$ cat src/rtl/gia_pkg.sv
package gia_pkg;

  typedef enum logic [2:0] {
    PM_IDLE   = 3'd0,
    PM_DRIVE  = 3'd1,
    PM_HIGH   = 3'd2,
    PM_LOW    = 3'd3,
    PM_RISE   = 3'd4,
    PM_FALL   = 3'd5,
    PM_BOTH   = 3'd6,
    PM_MASKED = 3'd7
  } pin_mode_e;

  localparam int GRP_W       = 3;
  localparam int WORD_IDX_W  = 4;
  localparam int GRP_BYTES   = 64;

endpackage

$ cat src/rtl/gia_pin_cell.sv
module gia_pin_cell
  import gia_pkg::*;
(
  input  logic       clk,
  input  logic       rst_n,
  input  logic       lvl,
  input  logic [2:0] mode,
  input  logic       route_ok,
  input  logic       clr,
  output logic       pend
);

  logic lvl_q;
  logic pend_q;
  logic pend_d;
  logic pend_en;
  logic evt;

  // event detection against the level seen at the previous edge
  always_comb begin
    evt = 1'b0;
    unique case (pin_mode_e'(mode))
      PM_HIGH: evt = lvl;
      PM_LOW:  evt = ~lvl;
      PM_RISE: evt = lvl & ~lvl_q;
      PM_FALL: evt = ~lvl & lvl_q;
      PM_BOTH: evt = lvl ^ lvl_q;
      default: evt = 1'b0;
    endcase
    evt = evt & route_ok;
  end

  // set dominates clear
  always_comb begin
    pend_en = evt | clr;
    pend_d  = evt | (pend_q & ~clr);
  end

  always_ff @(posedge clk or negedge rst_n) begin
    if (!rst_n) begin
      lvl_q  <= 1'b0;
      pend_q <= 1'b0;
    end else begin
      lvl_q <= lvl;
      if (pend_en) pend_q <= pend_d;
    end
  end

  assign pend = pend_q;


  set_beats_clr_chk: assert property (@(posedge clk) disable iff (!rst_n)
    (evt && clr) |=> pend_q);


  clr_takes_chk: assert property (@(posedge clk) disable iff (!rst_n)
    (clr && !evt) |=> !pend_q);


  mask_quiet_chk: assert property (@(posedge clk) disable iff (!rst_n)
    (mode == 3'd7) |=> !$rose(pend_q));


  flag_hold_chk: assert property (@(posedge clk) disable iff (!rst_n)
    (pend_q && !clr) |=> pend_q);

endmodule

$ cat src/rtl/gia_addr_decode.sv
module gia_addr_decode
  import gia_pkg::*;
#(
  parameter int AW      = 12,
  parameter int NGROUPS = 8,
  parameter int NWORDS  = 2,
  parameter int BASE    = 'h800
) (
  input  logic [AW-1:0]         addr,
  output logic                  hit,
  output logic [GRP_W-1:0]      grp,
  output logic [WORD_IDX_W-1:0] word
);

  localparam int SPAN = NGROUPS * GRP_BYTES;

  logic [AW:0]   addr_x;
  logic [AW:0]   off_x;
  logic          in_lo;
  logic          in_hi;
  logic          aligned;
  logic          word_ok;

  always_comb begin
    addr_x  = {1'b0, addr};
    off_x   = addr_x - (AW+1)'(BASE);
    in_lo   = addr_x >= (AW+1)'(BASE);
    in_hi   = off_x < (AW+1)'(SPAN);
    aligned = (addr[1:0] == 2'b00);
    grp     = off_x[8:6];
    word    = off_x[5:2];
    word_ok = {1'b0, word} < 5'(NWORDS);
    hit     = in_lo && in_hi && aligned && word_ok;
  end

endmodule

$ cat src/rtl/irq_group_aggregator.sv
module irq_group_aggregator
  import gia_pkg::*;
#(
  parameter int NPINS   = 64,
  parameter int NGROUPS = 8,
  parameter int AW      = 12
) (
  input  logic                 clk,
  input  logic                 rst_n,
  input  logic [NPINS-1:0]     pin_level,
  input  logic [3*NPINS-1:0]   pin_mode,
  input  logic [3*NPINS-1:0]   pin_group,
  input  logic                 bus_wr,
  input  logic                 bus_rd,
  input  logic [AW-1:0]        bus_addr,
  input  logic [31:0]          bus_wdata,
  output logic [31:0]          bus_rdata,
  output logic [NGROUPS-1:0]   irq_line
);

  localparam int NWORDS = (NPINS + 31) / 32;

  // reset: asserted asynchronously, released on the clock
  logic rst_s1;
  logic rst_s2;

  always_ff @(posedge clk or negedge rst_n) begin
    if (!rst_n) begin
      rst_s1 <= 1'b0;
      rst_s2 <= 1'b0;
    end else begin
      rst_s1 <= 1'b1;
      rst_s2 <= rst_s1;
    end
  end

  logic                  rst_int_n;
  assign rst_int_n = rst_s2;

  logic                  dec_hit;
  logic [GRP_W-1:0]      dec_grp;
  logic [WORD_IDX_W-1:0] dec_word;

  gia_addr_decode #(
    .AW(AW), .NGROUPS(NGROUPS), .NWORDS(NWORDS), .BASE('h800)
  ) u_dec (
    .addr(bus_addr), .hit(dec_hit), .grp(dec_grp), .word(dec_word)
  );

  logic [GRP_W-1:0] grp_f [NPINS];
  logic [NPINS-1:0] pend;
  logic [NPINS-1:0] clr;
  logic             wr_hit;

  assign wr_hit = bus_wr && dec_hit;

  for (genvar p = 0; p < NPINS; p++) begin : g_pin
    logic route_ok;
    assign grp_f[p]  = pin_group[3*p +: 3];
    assign route_ok  = {1'b0, grp_f[p]} < 4'(NGROUPS);
    assign clr[p]    = wr_hit && (grp_f[p] == dec_grp) &&
                       (dec_word == WORD_IDX_W'(p / 32)) && bus_wdata[p % 32];

    gia_pin_cell u_cell (
      .clk(clk), .rst_n(rst_int_n), .lvl(pin_level[p]),
      .mode(pin_mode[3*p +: 3]), .route_ok(route_ok),
      .clr(clr[p]), .pend(pend[p])
    );
  end

  for (genvar g = 0; g < NGROUPS; g++) begin : g_line
    logic any_set;
    always_comb begin
      any_set = 1'b0;
      for (int p = 0; p < NPINS; p++) begin
        if (grp_f[p] == GRP_W'(g) && pend[p]) any_set = 1'b1;
      end
    end
    assign irq_line[g] = any_set;
  end

  // read path: next-state and register
  logic [31:0] rd_word;
  logic [31:0] rdata_d;
  logic [31:0] rdata_q;
  logic        rdata_en;

  always_comb begin
    rd_word = '0;
    for (int p = 0; p < NPINS; p++) begin
      if (grp_f[p] == dec_grp && dec_word == WORD_IDX_W'(p / 32) && pend[p])
        rd_word[p % 32] = 1'b1;
    end
    rdata_en = bus_rd;
    rdata_d  = dec_hit ? rd_word : 32'h0;
  end

  always_ff @(posedge clk or negedge rst_int_n) begin
    if (!rst_int_n) rdata_q <= '0;
    else if (rdata_en) rdata_q <= rdata_d;
  end

  assign bus_rdata = rdata_q;


  miss_reads_zero_chk: assert property (@(posedge clk) disable iff (!rst_int_n)
    (bus_rd && !dec_hit) |=> (bus_rdata == 32'h0));


  rdata_hold_chk: assert property (@(posedge clk) disable iff (!rst_int_n)
    !bus_rd |=> $stable(bus_rdata));


  line_bound_chk: assert property (@(posedge clk) disable iff (!rst_int_n)
    $countones(irq_line) <= $countones(pend));


  reset_quiet_chk: assert property (@(posedge clk)
    !rst_int_n |-> (pend == '0 && bus_rdata == 32'h0));

endmodule

$ cat config.mk
export PLATFORM = sky130hd
export DESIGN_NAME = irq_group_aggregator
export DESIGN_NICKNAME = d
export VERILOG_FILES = /design/src/rtl/gia_pkg.sv /design/src/rtl/gia_pin_cell.sv /design/src/rtl/gia_addr_decode.sv /design/src/rtl/irq_group_aggregator.sv
export SDC_FILE = /design/constraint.sdc
export NUM_CORES = 1
export LEC_CHECK = 0
export CAP_MARGIN = 0
export CORE_AREA = 2 2 210 212
export DETAILED_ROUTE_END_ITERATION = 10
export DIE_AREA = 0 0 212 214
export PLACE_DENSITY = 0.72
export RECOVER_POWER = 25
export SYNTH_ARGS = -nofsm -noshare
export SYNTH_HDL_FRONTEND = slang
export SYNTH_SLANG_ARGS = --single-unit
$ cat constraint.sdc
create_clock -name clk -period 7.21 [get_ports clk]
set_input_delay 1.442 -clock clk [delete_from_list [all_inputs] [get_ports clk]]
set_output_delay 1.442 -clock clk [all_outputs]
set_load 0.02 [all_outputs]
==> metrics <==
initial DRC count 2,664; Initial Utilization 0.4405; I/O Pins 536; main combinational cell family by area after synthesis simple AND/OR/NAND/NOR gates; Pins Over Slew Limit 38; Worst-path clk slew ~0.07 ns; Max H-tree Level 4; worst path bufs/invs 2; GR met1 Demand/Resource 0.5382; top post-synthesis cells by area dfrtp_1 21%, ha_1 8.5%, nand4b_1 7.5%; Num CTS Buffers 17; first-pass GRT wire length 140,500 µm; core area 42,890 µm²; GRT Overall Usage 0.4288; post-synth cell types 66; hold endpoint rst_int_n; Leak Pwr roughly 9.7 nW; Mean Syn Cell Area 8.213 µm²; Post-synth top cells 186 x inv_1, 176 x nand4_1, 162 x dfrtp_1; total power draw a little under 3 mW; Die Wd around 210 µm; Adder-Cell Fraction of Synth Area 0.08479; YS warnings 0; cell mode on critical path clkdlybuf4s50_1; HPWL after DPL 83,270 µm; Worst-Skew Late Latency about 0.49 ns; Fin. Hold Viols 0; Syn-to-layout area delta 31.07%; GR peak layer met2; Async SR Flop Fraction 1.000; Post-synth EDFFs 0; grt total ovfl 0; flops & latches, synth 162; Root Buffer clkbuf_16; DR vias/cell 6.640; hold path start rst_s1; I/O Buffers 535; Slowest-stage cell, CP clkdlybuf4s50_1; post-synthesis mux area share 0.03689; simple-gate share of the synthesized area 0.3474; status finished, violations left; layout cells sized above 1 0.05621; largest net degree at the start of global routing 65; Synth Flop Type dfrtp_1; violated checks max-capacitance violations, max-slew violations; area leader, netlist dfrtp_1; post-synthesis sequential area ratio 0.2146; Tcrit/Tclk final 0.8818; VDD IR-drop max 0.0001342 V; drt first pass iters 6; MaxCap Viol Count 1; Register-to-Register Path Depth 1; slew margin rel. -0.04637; Synth Area in XOR/XNOR 0.08902; worst r2r src rst_int_n; Worst Setup End Kind primary output; Hold-fix buffers, CTS 0; initial antenna violation count 14; CP Launch Type input pin; clock sink count 162; most frequent cell after synthesis inv_1; CTS tree done; Total Negative Setup Slacks 0 ns; Util after Layout 0.5773; Final Critical Period 6.358 ns; post-CTS sizing 0; synthesized area 18,890 µm²; via count 21,554; Synth top area share 0.2146; Die ar. 45,370 µm²; fill count between 3,000 and 4,000; # rows 76; reg-to-reg slack, setup 4.83 ns; crit path cell chain clkdlybuf4s50_1 -> nor4bb_1 -> a2111oi_0 -> nand4_1 -> or4_1 -> clkdlybuf4s50_1; Syn Inst Count between 2,000 and 2,500; CP arrival 4.92 ns; vias in the first global route a little over 20,000; FMAX between 0.15 and 0.2 GHz; Synthesized Nets 2,924; ANT nets after route 0; Final nets approximately 3,300; drt total wl between 90,000 and 100,000 µm; setup bufs post-CTS 0; Hold Path Depth 0; Multi-input gate area 13,140 µm²; crit path max fanout 9; Hold WC Path Type reg2reg; CTS Buffer Depth 2; CP top delay family buffers and inverters; compound-cell area share of the yosys netlist 0.1355; Worst-Margin Slew 1.570 ns; power density over the cells 120.2 nW/µm²; kind of critical path in2out; Die Ht ~210 µm; met3 Track Usage GR 0.1053; reg2reg end g_pin[48].u_cell.lvl_q; Remaining DRCs 0; RSZ-0062 raised after global routing false; Critical Path Max Stage Delay 1.03 ns; register area 4054 µm²; Wirelength per Cell 30.68 µm; Worst EP required 5.77 ns; final setup fails 0; Clock Skew 0.007923 ns; Final Wtd Congestion 1.125; GR Layer Usage met2 0.6792
==> worst max path at each step <==
stage / from / end / slack, ns / cells past startpoint
6_report: pin_group[5] / irq_line[2] / 0.85 / 6
2_1_floorplan: rst_int_n / bus_rdata[0] / 2.36 / 0
3_5_place_dp: pin_group[4] / irq_line[2] / 1.00 / 6
3_3_place_gp: pin_group[38] / irq_line[4] / 0.58 / 7
5_1_grt: pin_group[5] / irq_line[2] / 1.00 / 6
4_1_cts: pin_group[4] / irq_line[2] / 0.99 / 6
==> metrics by stage <==
step,hold WS [ns],instance area (µm²),setup WS (ns),std cells
after floorplan,0.3312,18890,2.362,2300
after global placement,0.3128,24140,0.5821,3203
after CTS,0.3242,24740,0.9888,3236
after global routing,0.3576,24750,1.001,3241
after detailed placement,0.3158,24150,1.001,3204
final,0.3512,24760,0.8523,3246
==> layout by cell type (no fill, tap or decap), types with 7 or more instances in the layout <==
master           Yosys  routed
o22ai_1             32      32
diode_2              0      10
nor4_2              20      19
and2_1              46      46
and3b_1              7       7
o211ai_1            41      41
ha_1               128     128
nor3b_1             23      23
nand2_1             91      91
a2111oi_0           10       9
xnor2_1            123     123
dlygate4sd3_1        0      53
buf_4                8      26
nor2_1              95      95
o21ai_0             86      86
a221o_1             18      18
a211oi_1            64      64
nand3_1             54      54
o311ai_0             9       9
inv_1              186     186
xor2_1              69      69
a22oi_1              9       9
a31oi_1             21      21
nor4_1              88      88
nand4_1            176     176
mux2i_1             19      19
nand4b_1           161     161
nor4b_1             85      83
nor2b_1             39      39
dfrtp_1            162     162
clkdlybuf4s50_1      0     478
o2111ai_1            7       7
clkbuf_16            0      17
a21o_1              18      18
a31o_2              16      16
nor4bb_1            60      58
mux2_2              45      45
==> routing by layer <==
layer / vias up / routed length, µm
met5: - / 57
met4: 8 / 5108
met3: 239 / 9786
met2: 1336 / 45300
met1: 10638 / 39320
li1: 9333 / -
==> power by group <==
part / internal (mW) / switching, mW / total, mW
Combinational: 0.487 / 0.590 / 1.08
Clock: 0.535 / 0.421 / 0.956
Sequential: 0.928 / 0.0151 / 0.943
Total: 1.95 / 1.03 / 2.98
==> state kept, by name, indices dropped and copies added, names as in the netlist <==
register            cells
rst_s1                  1
g_pin.u_cell.pend      64
g_pin.u_cell.lvl_q     64
rst_int_n               1
bus_rdata              32
==> logic make-up after synthesis <==
family	count (synthesis)
adder cells (fa/ha/maj)	128
buffers and inverters	426
flip-flops	162
AO/OA/AOI/OAI	359
AND/OR/NAND/NOR	968
XOR/XNOR	192
other	1
multiplexers	64
==> layout make-up <==
cell class	instances	area share
Sequential cell	162	0.1637
Timing Repair Buffer	559	0.2232
Antenna cell	10	0.001011
Clock inverter	9	0.004296
Tap cell	585	0.02956
Multi-Input combinational cell	1712	0.5307
Inverter	186	0.02820
Clock buffer	23	0.01930
Power figures use the tool's default switching activity.
